--- src/rtl/cws_pkg.sv ---
package cws_pkg;
  localparam int CODE_W    = 8;
  localparam int LAST_CODE = 10;

  localparam logic [31:0] ST_OK      = 32'h0000_0000;
  localparam logic [31:0] ST_PENDING = 32'h0000_0001;
  localparam logic [31:0] ST_FAIL    = 32'hFFFF_FFFF;

  localparam logic [3:0] OFS_CMD    = 4'h0;
  localparam logic [3:0] OFS_DATA   = 4'h4;
  localparam logic [3:0] OFS_STATUS = 4'h8;

  // Argument length in bytes required by each command code
  function automatic logic [31:0] need_bytes(input logic [CODE_W-1:0] code);
    logic [31:0] n;
    case (code)
      8'd1:    n = 32'd24;
      8'd4:    n = 32'd48;
      8'd5:    n = 32'd8;
      8'd7:    n = 32'd16;
      8'd9:    n = 32'd12;
      default: n = 32'd0;
    endcase
    return n;
  endfunction
endpackage

--- src/rtl/cws_argbuf.sv ---
module cws_argbuf #(
  parameter int ARG_WORDS = 8,
  parameter int CNT_W     = 4
) (
  input  logic                    clk,
  input  logic                    rst_n,
  input  logic                    store,
  input  logic [CNT_W-1:0]        store_idx,
  input  logic [31:0]             store_word,
  output logic [ARG_WORDS*32-1:0] args_nxt
);
  for (genvar g = 0; g < ARG_WORDS; g++) begin : g_word
    logic [31:0] word_q;
    logic        hit;

    assign hit = store && (store_idx == CNT_W'(g));
    // Merged view so a firing write sees its own word
    assign args_nxt[32*g +: 32] = hit ? store_word : word_q;

    always_ff @(posedge clk or negedge rst_n) begin
      if (!rst_n)   word_q <= '0;
      else if (hit) word_q <= store_word;
    end
  end
endmodule

--- src/rtl/cws_ctrl.sv ---
module cws_ctrl
  import cws_pkg::*;
#(
  parameter int ARG_WORDS = 8,
  parameter int CNT_W     = 4
) (
  input  logic              clk,
  input  logic              rst_n,
  input  logic              cmd_wr,
  input  logic              data_wr,
  input  logic [CODE_W-1:0] sel_code,
  output logic              store,
  output logic [CNT_W-1:0]  store_idx,
  output logic              fire,
  output logic [CODE_W-1:0] fire_code,
  output logic [CODE_W-1:0] cur_q,
  output logic [CNT_W-1:0]  cnt_q
);
  logic [CODE_W-1:0] cur_mid, cur_nxt;
  logic [CNT_W-1:0]  cnt_mid, cnt_nxt;
  logic              upd_en;

  assign upd_en    = cmd_wr || data_wr;
  assign store     = data_wr && (cnt_q < CNT_W'(ARG_WORDS));
  assign store_idx = cnt_q;

  always_comb begin
    cur_mid = cmd_wr ? sel_code : cur_q;
    cnt_mid = cmd_wr ? '0 : cnt_q;
    if (store) cnt_mid = cnt_q + CNT_W'(1);
    fire      = upd_en && ((32'(cnt_mid) * 32'd4) >= need_bytes(cur_mid));
    fire_code = cur_mid;
    cur_nxt   = fire ? '0 : cur_mid;
    cnt_nxt   = fire ? '0 : cnt_mid;
  end

  always_ff @(posedge clk or negedge rst_n) begin
    if (!rst_n) begin
      cur_q <= '0;
      cnt_q <= '0;
    end else if (upd_en) begin
      cur_q <= cur_nxt;
      cnt_q <= cnt_nxt;
    end
  end
endmodule

--- src/rtl/cws_status.sv ---
module cws_status
  import cws_pkg::*;
(
  input  logic              clk,
  input  logic              rst_n,
  input  logic              cmd_wr,
  input  logic              fire,
  input  logic [CODE_W-1:0] fire_code,
  input  logic [31:0]       result,
  input  logic [3:0]        rd_addr,
  output logic [31:0]       status_q,
  output logic [31:0]       rd_data
);
  logic [31:0] status_nxt;
  logic        st_en;

  assign st_en = fire || cmd_wr;

  always_comb begin
    if (fire)        status_nxt = (fire_code == '0) ? ST_FAIL : result;
    else if (cmd_wr) status_nxt = ST_PENDING;
    else             status_nxt = status_q;
  end

  always_ff @(posedge clk or negedge rst_n) begin
    if (!rst_n)     status_q <= ST_OK;
    else if (st_en) status_q <= status_nxt;
  end

  assign rd_data = (rd_addr == OFS_STATUS) ? status_q : '0;
endmodule

--- src/rtl/cmd_word_sequencer.sv ---
module cmd_word_sequencer
  import cws_pkg::*;
#(
  parameter int ARG_WORDS = 8
) (
  input  logic                    clk,
  input  logic                    rst_n,
  input  logic                    wr_en,
  input  logic [3:0]              wr_addr,
  input  logic [31:0]             wr_data,
  input  logic [3:0]              rd_addr,
  output logic [31:0]             rd_data,
  output logic                    exec_valid,
  output logic [CODE_W-1:0]       exec_code,
  output logic [ARG_WORDS*32-1:0] exec_args,
  input  logic [31:0]             exec_result
);
  localparam int CNT_W = $clog2(ARG_WORDS + 1);

  logic              cmd_wr, data_wr, store, fire;
  logic [CODE_W-1:0] sel_code, fire_code, cur_q;
  logic [CNT_W-1:0]  store_idx, cnt_q;
  logic [31:0]       status_q;

  assign cmd_wr  = wr_en && (wr_addr == OFS_CMD);
  assign data_wr = wr_en && (wr_addr == OFS_DATA);
  assign sel_code = ((wr_data != 32'd0) && (wr_data < 32'(LAST_CODE)))
                    ? wr_data[CODE_W-1:0] : '0;

  cws_ctrl #(.ARG_WORDS(ARG_WORDS), .CNT_W(CNT_W)) u_ctrl (
    .clk(clk), .rst_n(rst_n), .cmd_wr(cmd_wr), .data_wr(data_wr),
    .sel_code(sel_code), .store(store), .store_idx(store_idx),
    .fire(fire), .fire_code(fire_code), .cur_q(cur_q), .cnt_q(cnt_q)
  );

  cws_argbuf #(.ARG_WORDS(ARG_WORDS), .CNT_W(CNT_W)) u_argbuf (
    .clk(clk), .rst_n(rst_n), .store(store), .store_idx(store_idx),
    .store_word(wr_data), .args_nxt(exec_args)
  );

  cws_status u_status (
    .clk(clk), .rst_n(rst_n), .cmd_wr(cmd_wr), .fire(fire),
    .fire_code(fire_code), .result(exec_result), .rd_addr(rd_addr),
    .status_q(status_q), .rd_data(rd_data)
  );

  assign exec_valid = fire;
  assign exec_code  = fire_code;
endmodule

--- config.mk ---
export PLATFORM = sky130hd
export DESIGN_NAME = cmd_word_sequencer
export DESIGN_NICKNAME = d
export VERILOG_FILES = /design/src/rtl/cws_pkg.sv /design/src/rtl/cws_argbuf.sv /design/src/rtl/cws_ctrl.sv /design/src/rtl/cws_status.sv /design/src/rtl/cmd_word_sequencer.sv
export SDC_FILE = /design/constraint.sdc
export NUM_CORES = 1
export LEC_CHECK = 0
export BUFFER_PORTS_ARGS = -buffer_cell sky130_fd_sc_hd__clkbuf_2
export CELL_PAD_IN_SITES_DETAIL_PLACEMENT = 1
export CELL_PAD_IN_SITES_GLOBAL_PLACEMENT = 2
export CORE_MARGIN = 4
export CORE_UTILIZATION = 34
export DETAILED_ROUTE_END_ITERATION = 8
export PLACE_DENSITY_LB_ADDON = 0.05
export SYNTH_ARGS = -nofsm -noshare
export SYNTH_HDL_FRONTEND = slang
export SYNTH_HIERARCHICAL = 1
export SYNTH_SLANG_ARGS = --single-unit
--- constraint.sdc ---
create_clock -name clk -period 5.25 [get_ports clk]
set_clock_uncertainty 0.2 [all_clocks]
set_input_delay 0.7875 -clock clk [delete_from_list [all_inputs] [get_ports clk]]
set_output_delay 0.7875 -clock clk [all_outputs]
set_load 0.1 [all_outputs]
; After elaboration in Yosys (flattened, before gate mapping)
; Index checks and enable logic that the tools add are counted.
[op_classes]
magnitude_cmp = 3
eq_ne = 14
n_reduce_logical = 21
mux = 19
addsub = 1
[ops]
columns = cell, n
row1 = 32-bit two-way mux, 12
row2 = "32-bit by 4-bit less-than comparator with 1-bit output, second input constant", 1
row3 = 32-bit nonzero test, 1
row4 = 6-bit case mux with 5 select lines, 1
row5 = "8-bit by 3-bit == test with 1-bit output, second input constant", 3
row6 = 8-bit two-way mux, 3
row7 = "4-bit by 3-bit == test with 1-bit output, second input constant", 5
row8 = 1-bit logical AND, 13
row9 = 4-bit two-way mux, 3
row10 = "4-bit by 2-bit == test with 1-bit output, second input constant", 2
row11 = "8-bit by 1-bit == test with 1-bit output, second input constant", 1
row12 = "8-bit by 4-bit == test with 1-bit output, second input constant", 1
row13 = 4-bit zero test, 2
row14 = 8-bit zero test, 1
row15 = 6-bit greater-or-equal comparator, 1
row16 = "4-bit by 1-bit adder with 4-bit output, second input constant", 1
row17 = "4-bit by 1-bit == test with 1-bit output, second input constant", 1
row18 = "4-bit == test, second input constant", 1
row19 = "4-bit less-than comparator, second input constant", 1
row20 = 1-bit logical OR, 2
row21 = 2-bit AND reduction, 1
row22 = 2-bit nonzero test, 1
[word_totals]
word_cells = 69
in_bits = 75
output_inout_bits = 297
reg_bits = 300

; Longest topological paths before layout
; Gate-level depths: netlist (run 1).
[depth]
depth_word = 10
ltp_mapped = 17
ltp_nobuf = 15

; By module
; Netlist (run 1), hierarchy kept.
[modules_own_cells]
columns = module, cells_each, area_each_um2, seq_area_each_um2, n_inst
row1 = cws_argbuf, 554, 9770.6, 6406.1, 1
row2 = cws_status, 183, 1597.8, 800.8, 1
row3 = cws_ctrl, 106, 888.4, 300.3, 1
row4 = cmd_word_sequencer, 22, 146.4, 0.0, 1

; Least setup slack after synthesis (run 1)
; No wires, ideal clock.
[synth_path]
kind = input -> register
startpoint = in wr_addr[3]
endpoint = reg u_status.status_q[10]
setup_ns = 0.077
path_slack_ns = -0.429
t_required_ns = 4.973
n_path_buf = 2
arrival_time_ns = 5.402
path_stages = 15
cell_sequence = nand2b_1 -> nor4_1 -> nand2_1 -> o21ai_1 -> o21ai_0 -> o211ai_1 -> ha_1 -> o21a_1 -> nor2_1 -> a21oi_1 -> and2_1 -> clkbuf_1 -> clkbuf_1 -> a21oi_1 -> a21oi_1
[synth_between]
elab_chain_cells = 9
elab_cells_between_ends = 23
cone_classes = order compare: 1 / eq/ne: 6 / mux: 6 / reduce/logical: 10
[synth_rtl]
columns = element, line
row1 = from (decl), cmd_word_sequencer.sv:9  ; input logic [3:0] wr_addr,
row2 = 4-bit zero test *, cmd_word_sequencer.sv:25  ; assign cmd_wr = wr_en && (wr_addr == OFS_CMD);
row3 = 1-bit logical AND *, cmd_word_sequencer.sv:25
row4 = net cmd_wr, cmd_word_sequencer.sv:20  ; logic cmd_wr, data_wr, store, fire;
row5 = 8-bit two-way mux *, cws_ctrl.sv:28  ; cur_mid = cmd_wr ? sel_code : cur_q;
row6 = net exec_code[0], cmd_word_sequencer.sv:14  ; output logic [CODE_W-1:0] exec_code,
row7 = "8-bit by 4-bit == test with 1-bit output, or another cell as far along", cws_pkg.sv:16  ; case (code)
row8 = 6-bit case mux with 5 select lines *, cws_pkg.sv:16
row9 = 6-bit greater-or-equal comparator *, cws_ctrl.sv:31  ; fire = upd_en && ((32'(cnt_mid) * 32'd4) >= need_bytes(cur_mid));
row10 = 1-bit logical AND *, cws_ctrl.sv:31
row11 = net exec_valid, cmd_word_sequencer.sv:13  ; output logic exec_valid,
row12 = 2-bit nonzero test (no source line) or 1-bit logical OR (tied branches), -
row13 = 2-bit AND reduction (no source line), -
row14 = to (signal assigned), cws_status.sv:27  ; else if (st_en) status_q <= status_nxt;
row15 = to (decl), cws_status.sv:11  ; output logic [31:0] status_q,
; Mark *: on every way through the listed nets, which the timed path passes. The rest lies on a longest branch.
; A chain may end at the register's enable or synchronous reset.

; Final worst setup path (run 1)
[layout_path]
startpoint = in wr_data[13]
endpoint = out exec_valid
[layout_between]
elab_chain_cells = 8
elab_cells_between_ends = 13
cone_classes = order compare: 2 / eq/ne: 5 / mux: 3 / reduce/logical: 3
[layout_rtl]
columns = element, line
row1 = from (decl), cmd_word_sequencer.sv:10  ; input logic [31:0] wr_data,
row2 = 32-bit by 4-bit less-than comparator with 1-bit output or 32-bit nonzero test (tied branches), cmd_word_sequencer.sv:27  ; assign sel_code = ((wr_data != 32'd0) && (wr_data < 32'(LAST_CODE)))
row3 = 1-bit logical AND *, cmd_word_sequencer.sv:27
row4 = 8-bit two-way mux *, cmd_word_sequencer.sv:28  ; ? wr_data[CODE_W-1:0] : '0;
row5 = net sel_code[0], cmd_word_sequencer.sv:21  ; logic [CODE_W-1:0] sel_code, fire_code, cur_q;
row6 = 8-bit two-way mux *, cws_ctrl.sv:28
row7 = "8-bit by 4-bit == test with 1-bit output, or another cell as far along", cws_pkg.sv:16
row8 = 6-bit case mux with 5 select lines *, cws_pkg.sv:16
row9 = 6-bit greater-or-equal comparator *, cws_ctrl.sv:31
row10 = 1-bit logical AND *, cws_ctrl.sv:31
row11 = to (decl), cmd_word_sequencer.sv:13
; Marked as above.

==> results.tsv, run 1 <==
stage	metric	value	unit
timing	fmax	201	MHz
floorplan	io_pins	372	
critical_path	cpLargestDelayFamily	simple AND/OR/NAND/NOR gates	
clocking	clkSlewWorstSetupHoldPaths	60	ps
clocking	clock_sinks	300	
yosys	synth_area_leader_cell	dfrtp_1	
critical_path	path_buf_inv	2	
outcome	status	complete, no violations	
timing	fin_crit_sh	94.9	%
grt	grt_antenna_before_repair	0	
routing	dr.first_iter.drc_count	245	
yosys	synth_cell_types	45	
cells_and_area	seqCellArea	7510	sq um
pwr	ir_drop	0.348	mV
yosys	ys_ff_latch	300	
yosys	synth_top_area_share	60.5	%
routing	via_per_inst	4.89	
yosys	synth_warnings	6	
timing	finalHoldViolCount	0	
critical_path	crit_top_cell	a21oi_1	
cells_and_area	num_antenna_cells	0	
placed_design	portBuffers	371	
cells_and_area	layout.nets	1333	
clocking	cts-root-buf	clkbuf_16	
routing	drtAntennaViolNets	0	
floorplan	die_area	39600	sq um
yosys	yosysMostFrequentCell	dfrtp_1	
yosys	yosys-top-cells-area	dfrtp_1 61%, mux2_2 18%, mux2_4 7.3%	
routing	drt_wl_total	39300	um
cells_and_area	final_cells	1736	
floorplan	row_count	69	
critical_path	cp_cell_sequence	clkbuf_2 > nor4_1 > nand4_1 > nor3_1 > nand2_1 > or3_1 > o31a_1 > nor3_2 > ha_1 > nand2b_1 > a21oi_1 > a21oi_1 > and2_2 > buf_12	
run	maxCapViolCount	0	
critical_path	arrival	4000	ps
timing	worst_pin_slew	1080	ps
critical_path	critical_path.endpoint_type	output port	
yosys	synth.avg_cell_area	14.3	sq um
timing	fin_crit	4980	ps
cells_and_area	fin_util	47.2	%
yosys	yosysSeqAreaShare	60.5	%
yosys	ys_top_cells_by_count	300 x dfrtp_1, 196 x mux2_2, 98 x a21oi_1, 60 x mux2_4, 33 x and2_1	
cells_and_area	drive_gt1_share	56.9	%
cells_and_area	multiInputGateArea	4640	sq um
yosys	synth_ff_type	dfrtp_1	
yosys	synth-edff-count	0	
timing	fin_ws	266	ps
placed_design	finalWeightedCongestion	0.754	
routing	vias	8484	
floorplan	die_w	199	um
timing	slew_headroom	27.9	%
placed_design	dp_slack	304	ps
timing	setup_viol	0	
critical_path	slowest_stage	nor4_1	
timing	rsz0062_at_grt	false	
clocking	clockBufferDepth	3	
grt	grt_pass1_wl	58700	um
routing	routedWlPerCell	22.6	um
critical_path	timing_worst_setup_path_type	input pin to output port	
timing	setup_tns	0	ps
critical_path	max_stage_delay	650	ps
cells_and_area	fill_cells	3700	
critical_path	critPathRequiredTime	4260	ps
clocking	post_cts_buffers	0	
pwr	p_leak	8.89	nW
timing	slew_viol_final	0	
grt	grt_pass1_vias	9155	
clocking	cts_tree	built	
clocking	cts.repair.resized	0	
clocking	postCtsHoldBufs	0	
critical_path	cp_max_fo	9	
floorplan	core	35700	sq um
hold_path	hold_class	input pin to asynchronous set/reset pin	
yosys	netlist_instances	865	
routing	drc_errors	0	
grt	grt_usage	19.3	%
placed_design	dp_cells	1676	
clocking	clock_latency	510	ps
clocking	tritoncts.num_buffers	36	
cells_and_area	areaGrowthSynthToFinish	36.0	%
clocking	htree_levels	2	
yosys	syn_area	12400	sq um
floorplan	start_util	34.7	%
placed_design	dp_hpwl	27400	um
grt	overflow	0	
floorplan	die_h	199	um
pwr	cellPowerDensity	453	nW/um^2
routing	dr.pass1.iters	4	
critical_path	cp-start-kind	input pin	
yosys	async_reset_ff_share	100	%
grt	grt_max_degree	109	
-- cell type report --
cell class / count / share of cell area [%]
Clock inverter: 4 / 0.185
Sequential cell: 300 / 44.5
Multi-Input combinational cell: 504 / 27.5
Inverter: 12 / 0.267
Timing Repair Buffer: 399 / 17.6
Clock buffer: 56 / 6.51
Tap cell: 461 / 3.42
-- logic make-up after synthesis --
kind of cell | after synthesis | synth area share [%]
other | 1 | 0.0302
and+or+nand+nor | 104 | 5.06
adders and majority gates | 5 | 0.504
xor gates and xnor gates | 1 | 0.0706
AOI/OAI and AO/OA | 122 | 5.24
buffers and inverters | 68 | 2.81
muxes | 264 | 25.8
DFF | 300 | 60.5
-- layer usage --
layer	vias up	wire [um]	part of all wire [%]	GRT usage, %
met2	220	19100	49	32.3
met5	-	0	0	0
met4	0	780	2.0	4.36
li1	3804	-	-	-
met3	49	2430	6.2	5.18
met1	4411	17000	43	25.2
-- state kept, by name, summed over array words and instances (netlist names) --
signal / cells
u_argbuf/g_word.word_q: 256
u_ctrl/cnt_q: 4
u_ctrl/cur_q: 8
u_status/status_q: 32
-- path summary, 6_finish.rpt --
path / startpoint / endpoint / slack [ps] / cells after the start
min in group clk: u_argbuf/g_word[1].word_q[5] / u_argbuf/g_word[1].word_q[5] / 280 / 1
worst min-delay path: rst_n / u_argbuf/g_word[4].word_q[15] / 140 / 1
max in group asynchronous: rst_n / u_argbuf/g_word[6].word_q[2] / 3540 / 2
worst max register to register: u_ctrl/cur_q[4] / u_status/status_q[0] / 2110 / 12
worst max-delay path: wr_data[13] / exec_valid / 270 / 14
worst min register to register: u_argbuf/g_word[1].word_q[5] / u_argbuf/g_word[1].word_q[5] / 280 / 1
-- through the flow --
stage	hold slack [ps]	total power [mW]	area, sq um
after detailed placement	274	5.33	15700
after global placement	266	5.29	15700
after floorplan	248	4.64	12400
after global routing	193	7.98	16900
final	143	7.65	16900
after CTS	163	7.76	16900
-- report_power, final --
group	total [mW]	leakage (nW)	switching (mW)	internal, mW
clock	2.38	0.556	0.953	1.43
sequential	2.71	4.06	0.106	2.60
combinational	2.55	4.27	1.95	0.605
-- placed cells by master, fill, tap and decap left out, types with 4 or more instances in the layout --
cell / n
clkbuf_1: 10
nor3_1: 5
nand2b_1: 5
clkbuf_2: 314
nor4_2: 5
mux2_1: 5
conb_1: 8
nor4_1: 4
mux2_4: 60
buf_4: 24
and2_1: 32
clkbuf_8: 8
a21oi_1: 98
nand2_1: 18
clkbuf_16: 38
dfrtp_1: 300
inv_1: 11
buf_12: 60
mux2_2: 196
o21ai_1: 6
ha_1: 5
nor2_1: 8
Note: power is estimated with default switching activity, not from simulation.
==> inputs of run 2 (changes only) <==
CTS_BUF_LIST = sky130_fd_sc_hd__clkbuf_8 sky130_fd_sc_hd__clkbuf_16   (was not set)
SYNTH_HIERARCHICAL = not set   (was 1)
==> run 2 against run 1 <==
- non-clock buffer count up 7
- sequential share of layout area rose by 2.5 points
- setup slack improved by 33 ps
- combinational power is 47% lower
- first-iteration DRC count decreased by 1.6%
- area after synthesis down 4.0%
- highest routed layer unchanged
- sequential power down 7%
==> results.tsv, run 2 <==
stage	metric	value	unit	change
grt	grt_usage	19.3	%	+0.035 points
routing	routedWlPerCell	22.2	um	-2.0%
yosys	synth_area_leader_cell	dfrtp_1		
clocking	htree_levels	2		unchanged
clocking	clock_sinks	300		unchanged
clocking	cts.repair.resized	0		unchanged
cells_and_area	drive_gt1_share	56.7	%	-0.20 points
timing	fmax	202	MHz	+0.66%
timing	setup_viol	0		unchanged
grt	grt_pass1_vias	8952		-2.2%
floorplan	start_util	34.5	%	-0.23 points
clocking	cts_tree	built		
yosys	synth_ff_type	dfrtp_1		
timing	slew_viol_final	0		unchanged
timing	finalHoldViolCount	0		unchanged
yosys	syn-num-nets	901		
cells_and_area	fin_area	16000	sq um	-5.4%
yosys	yosysSeqAreaShare	63.1	%	+2.5 points
cells_and_area	final_cell_mix	353 x clkbuf_2, 300 x dfrtp_1, 224 x mux2_2		
grt	grt_antenna_before_repair	0		unchanged
cells_and_area	num_antenna_cells	0		unchanged
run	maxCapViolCount	0		unchanged
placed_design	finalWeightedCongestion	0.779		+3.4%
placed_design	portBuffers	371		unchanged
floorplan	die_area	38100	sq um	-3.8%
routing	drt_wl_total	37600	um	-4.3%
yosys	yosys-top-cells-area	dfrtp_1 63%, mux2_2 21%, a221o_1 2.7%		
timing	worst_pin_slew	792	ps	-288 ps
routing	dr.pass1.iters	4		unchanged
yosys	synth_cell_types	49		+8.9%
placed_design	dp_cells	1630		-2.7%
yosys	yosysMostFrequentCell	dfrtp_1		
cells_and_area	areaGrowthSynthToFinish	34.0	%	
timing	rsz0062_at_grt	false		
timing	fin_crit	4950	ps	-32.6 ps
pwr	p_leak	8.55	nW	-3.9%
critical_path	rrSetupSlack	1800	ps	-310 ps
hold_path	hold_class	input pin to asynchronous set/reset pin		
yosys	synth-edff-count	0		unchanged
cells_and_area	fill_cells	3634		-1.8%
timing	fin_crit_sh	94.3	%	-0.62 points
cells_and_area	largest_reg_flops	256		unchanged
floorplan	row_count	68		-1.4%
clocking	tritoncts.num_buffers	36		unchanged
yosys	ys_top_cells_by_count	300 x dfrtp_1, 224 x mux2_2, 48 x nand2_1, 41 x and2_1, 40 x o21ai_0		
clocking	cts-root-buf	clkbuf_16		
yosys	synth.avg_cell_area	14.6	sq um	+1.5%
clocking	postCtsHoldBufs	0		unchanged
cells_and_area	top_regs	u_argbuf.g_word.word_q x256, u_status.status_q x32, u_ctrl.cur_q x8		
pwr	cellPowerDensity	400	nW/um^2	-12%
outcome	status	complete, no violations		
cells_and_area	fin_util	46.2	%	-0.99 points
clocking	clock_latency	510	ps	about the same
placed_design	dp_hpwl	26200	um	-4.6%
yosys	async_reset_ff_share	100	%	unchanged
pwr	ir_drop	0.267	mV	-23%
yosys	synth_warnings	0		-6
yosys	ys_ff_latch	300		unchanged
routing	via_per_inst	4.91		+0.49%
cells_and_area	layout_commonest_cell	clkbuf_2		
grt	grt_max_degree	136		+25%
critical_path	r2r-end	u_status.status_q[31]		
critical_path	arrival	3960	ps	-40 ps
yosys	syn_area	11900	sq um	-4.0%
yosys	netlist_instances	818		-5.4%
clocking	clkSlewWorstSetupHoldPaths	60	ps	about the same
floorplan	die_w	195	um	-1.9%
grt	overflow	0		unchanged
timing	hold-worst-slack	37.7	ps	-106 ps
critical_path	cp-start-kind	input pin		
clocking	clockBufferDepth	3		unchanged
critical_path	timing_worst_setup_path_type	input pin to output port		
routing	vias	8319		-1.9%
critical_path	regToRegStartpoint	u_ctrl.cur_q[6]		
clocking	post_cts_buffers	0		unchanged
floorplan	die_h	195	um	-1.9%
floorplan	io_pins	372		unchanged
timing	slew_headroom	47.2	%	+19 points
routing	dr.first_iter.drc_count	241		-1.6%
routing	drtAntennaViolNets	0		unchanged
routing	drc_errors	0		unchanged
yosys	synth_top_area_share	63.1	%	+2.5 points
cells_and_area	final_cells	1694		-2.4%
cells_and_area	layout.nets	1296		-2.8%
cells_and_area	regMostFlops	u_argbuf.g_word.word_q		
placed_design	dpl_cell_area	14700	sq um	-6.3%
critical_path	setup.worst_path.start	wr_data[23]		
grt	grt_pass1_wl	57500	um	-2.0%
critical_path	cp_max_fo	9		unchanged
critical_path	critical_path.endpoint_type	output port		
floorplan	core	34500	sq um	-3.4%
critical_path	r2r_cells	10		-2
critical_path	critPathRequiredTime	4260	ps	about the same
==> run 2: worst max path at each step <==
stage | cells past startpoint | end
floorplan | 6 | exec_args[128]
global placement | 13 | exec_valid
detailed placement | 13 | exec_valid
CTS | 13 | exec_valid
global route | 13 | exec_valid
finish | 12 | exec_valid
==> run 2: through the flow <==
stage,TNS [ps],setup slack [ps],power [mW]
2_1_floorplan,-2210,-175,3.63
3_3_place_gp,0,394,3.92
3_5_place_dp,0,312,3.93
4_1_cts,0,286,6.49
5_1_grt,0,55.1,6.64
6_report,0,299,6.39
==> run 2: layout make-up <==
class	count	area [sq um]	share of cell area [%]
inverters	9	33.8	0.212
repair buffers	406	2460	15.4
well taps	455	569	3.57
multi-input cells	460	4170	26.1
clock buffers	48	1090	6.82
flip-flops and latches	300	7510	47.0
clock inverters	16	131	0.823
==> run 2: layer usage <==
metal / vias to the layer above / part of all wire [%] / GRT usage, % / wire, um
met5: - / 0 / 0 / 0
met4: 0 / 1.9 / 4.16 / 705
met3: 49 / 7.0 / 5.73 / 2630
met2: 251 / 48 / 31.5 / 18000
met1: 4269 / 43 / 25.7 / 16200
li1: 3750 / - / - / -
==> run 2: critical path, cell delays in order <==
cell      delay [ps]
clkbuf_2         170
nor4_1           470
nand2_1          340
or4_1            590
a21o_1           220
nor4bb_1         320
ha_1             280
nand2b_1         140
a21oi_1          180
o21ai_2           90
and2_1           200
buf_12           170
==> run 2: logic make-up (layout without fill, tap and decap cells) <==
| group | after synthesis | count (layout) | share of synthesized area, % |
|---|---|---|---|
| simple gates | 124 | 124 | 6.01 |
| buf+inv | 58 | 479 | 2.49 |
| compound gates | 103 | 103 | 6.35 |
| mux | 224 | 224 | 21.2 |
| fa+ha+maj | 8 | 8 | 0.841 |
| xor+xnor | 1 | 1 | 0.0736 |
| flops | 300 | 300 | 63.1 |
==> run 2: report_power, final <==
group	switching [mW]	total [mW]	internal, mW
Sequential	0.0512	2.52	2.47
Clock	0.965	2.51	1.55
Combinational	1.13	1.35	0.226
Total	2.14	6.39	4.24
==> inputs of run 3 (changes only) <==
CELL_PAD_IN_SITES_GLOBAL_PLACEMENT = 1   (was 2)
CORE_UTILIZATION = 41   (was 34)
==> run 3 against run 2 <==
- utilization up 8.3 points
- global-route usage up 2.8 points
- hold slack better by 140 ps
- highest routed layer is now met5
- fmax up 0.88%
- combinational power about the same
- wire length down 4.0%
- clock power down 8%
==> results.tsv, run 3 (same netlist as run 2, synthesis figures left out) <==
stage	metric	value	unit	change
critical_path	r2r_cells	11		+1
floorplan	start_util	41.5	%	+7.0 points
timing	finalHoldViolCount	0		unchanged
critical_path	critPathRequiredTime	4260	ps	about the same
routing	drc_errors	0		unchanged
clocking	clock_sinks	300		unchanged
run	maxCapViolCount	0		unchanged
placed_design	dp_cells	1550		-4.9%
critical_path	critical_path.endpoint_type	output port		
timing	fmax	204	MHz	+0.88%
timing	slew_headroom	36.1	%	-11 points
cells_and_area	seqCellArea	7510	sq um	unchanged
grt	grt_usage	22.1	%	+2.8 points
critical_path	regToRegStartpoint	u_ctrl.cur_q[6]		
placed_design	portBuffers	371		unchanged
placed_design	finalWeightedCongestion	0.792		+1.6%
floorplan	die_h	178	um	-8.6%
cells_and_area	final_cell_mix	353 x clkbuf_2, 300 x dfrtp_1, 224 x mux2_2		
routing	drtAntennaViolNets	0		unchanged
critical_path	rrSetupSlack	1790	ps	about the same
clocking	cts-root-buf	clkbuf_16		
clocking	tritoncts.num_buffers	35		-2.8%
cells_and_area	largest_reg_flops	256		unchanged
critical_path	arrival	3920	ps	-40 ps
placed_design	dp_slack	204	ps	-108 ps
hold_path	hold_class	input pin to asynchronous set/reset pin		
floorplan	core	28700	sq um	-17%
cells_and_area	fin_util	54.5	%	+8.3 points
timing	hold-worst-slack	174	ps	+136 ps
timing	fin_ws	342	ps	+43.1 ps
critical_path	cp_max_fo	9		unchanged
grt	overflow	0		unchanged
clocking	postCtsHoldBufs	0		unchanged
routing	vias	8279		-0.48%
critical_path	timing_worst_setup_path_type	input pin to output port		
cells_and_area	fill_cells	2983		-18%
cells_and_area	multiInputGateArea	4170	sq um	+0.15%
clocking	cts_tree	built		
critical_path	r2r-end	u_status.status_q[22]		
placed_design	dp_hpwl	24900	um	-4.8%
cells_and_area	regMostFlops	u_argbuf.g_word.word_q		
grt	grt_pass1_wl	54300	um	-5.5%
cells_and_area	final_cells	1612		-4.8%
pwr	cellPowerDensity	396	nW/um^2	-1.1%
cells_and_area	num_antenna_cells	0		unchanged
routing	dr.first_iter.drc_count	388		+61%
routing	drt_wl_total	36100	um	-4.0%
pwr	p_leak	8.45	nW	-1.2%
timing	fin_crit	4910	ps	-43.1 ps
timing	worst_pin_slew	958	ps	+166 ps
cells_and_area	drive_gt1_share	56.5	%	-0.22 points
floorplan	die_area	31800	sq um	-16%
timing	fin_crit_sh	93.5	%	-0.82 points
clocking	clkSlewWorstSetupHoldPaths	60	ps	about the same
routing	routedWlPerCell	22.4	um	+0.90%
grt	grt_pass1_vias	8941		-0.12%
floorplan	io_pins	372		unchanged
grt	grt_max_degree	122		-10%
cells_and_area	layout.nets	1286		-0.77%
floorplan	row_count	62		-8.8%
pwr	ir_drop	0.257	mV	-3.8%
clocking	htree_levels	2		unchanged
timing	setup_viol	0		unchanged
outcome	status	complete, no violations		
routing	dr.pass1.iters	6		+2
cells_and_area	layout_commonest_cell	clkbuf_2		
clocking	clockBufferDepth	3		unchanged
clocking	clock_latency	490	ps	-20 ps
timing	rsz0062_at_grt	false		
timing	slew_viol_final	0		unchanged
floorplan	die_w	178	um	-8.6%
grt	grt_antenna_before_repair	1		+1
critical_path	cp-start-kind	input pin		
routing	via_per_inst	5.14		+4.6%
cells_and_area	areaGrowthSynthToFinish	31.5	%	
cells_and_area	top_regs	u_argbuf.g_word.word_q x256, u_status.status_q x32, u_ctrl.cur_q x8		
timing	setup_tns	0	ps	unchanged
## run 3: cell count changes in the layout (fill, tap and decap cells not counted), moves of 4 or more
cell,previous run,this run
buf_4,29,24
clkinv_2,2,7
clkbuf_8,10,5
buf_12,23,19
## run 3: critical path, cell delays in order
cell,delay [ps]
clkbuf_2,180
nor4_2,400
buf_4,170
nand4_1,180
or4_1,600
a21o_1,220
nor4bb_1,320
ha_1,280
nand2b_1,140
a21oi_1,180
o21ai_2,80
and2_1,190
buf_12,170
## run 3: how the worst max path moves through the flow
stage	slack, ps	start	to
finish	340	wr_data[29]	exec_valid
global route	140	wr_data[31]	exec_valid
CTS	180	wr_data[31]	exec_valid
detailed placement	200	wr_data[31]	exec_valid
global placement	220	wr_data[31]	exec_valid
floorplan	-180	wr_addr[1]	exec_args[128]
## run 3: cell type report
type,count,area share (%)
flip-flops and latches,300,48.0
multi-input cells,460,26.7
clock inverters,20,0.783
inverters,9,0.216
well taps,384,3.07
clock buffers,42,6.35
repair buffers,397,15.0
## run 3: report_power, final
group          switching (mW)  total (mW)  internal, mW
sequential             0.0546        2.53          2.47
combinational            1.12        1.35         0.225
clock                   0.931        2.32          1.39
total                    2.11        6.20          4.09
## run 3: repair_timing
item                                   CTS  global route
gates resized for setup                  0             1
setup endpoints to repair                0             1
setup buffers                            0             0
endpoints found under the hold margin    0             0
## run 3: metal layers
layer	global-route usage (%)	vias up	share of wire (%)
li1	-	3731	-
met1	29.0	4247	43
met2	36.4	252	48
met3	6.51	47	7.3
met4	5.02	2	1.9
met5	0	-	0.036
## run 3: per-stage QoR
stage / area, sq um / power [mW]
2_1_floorplan: 12000 / 3.63
6_report: 15700 / 6.20
3_5_place_dp: 14500 / 3.92
4_1_cts: 15600 / 6.27
3_3_place_gp: 14500 / 3.90
5_1_grt: 15700 / 6.43
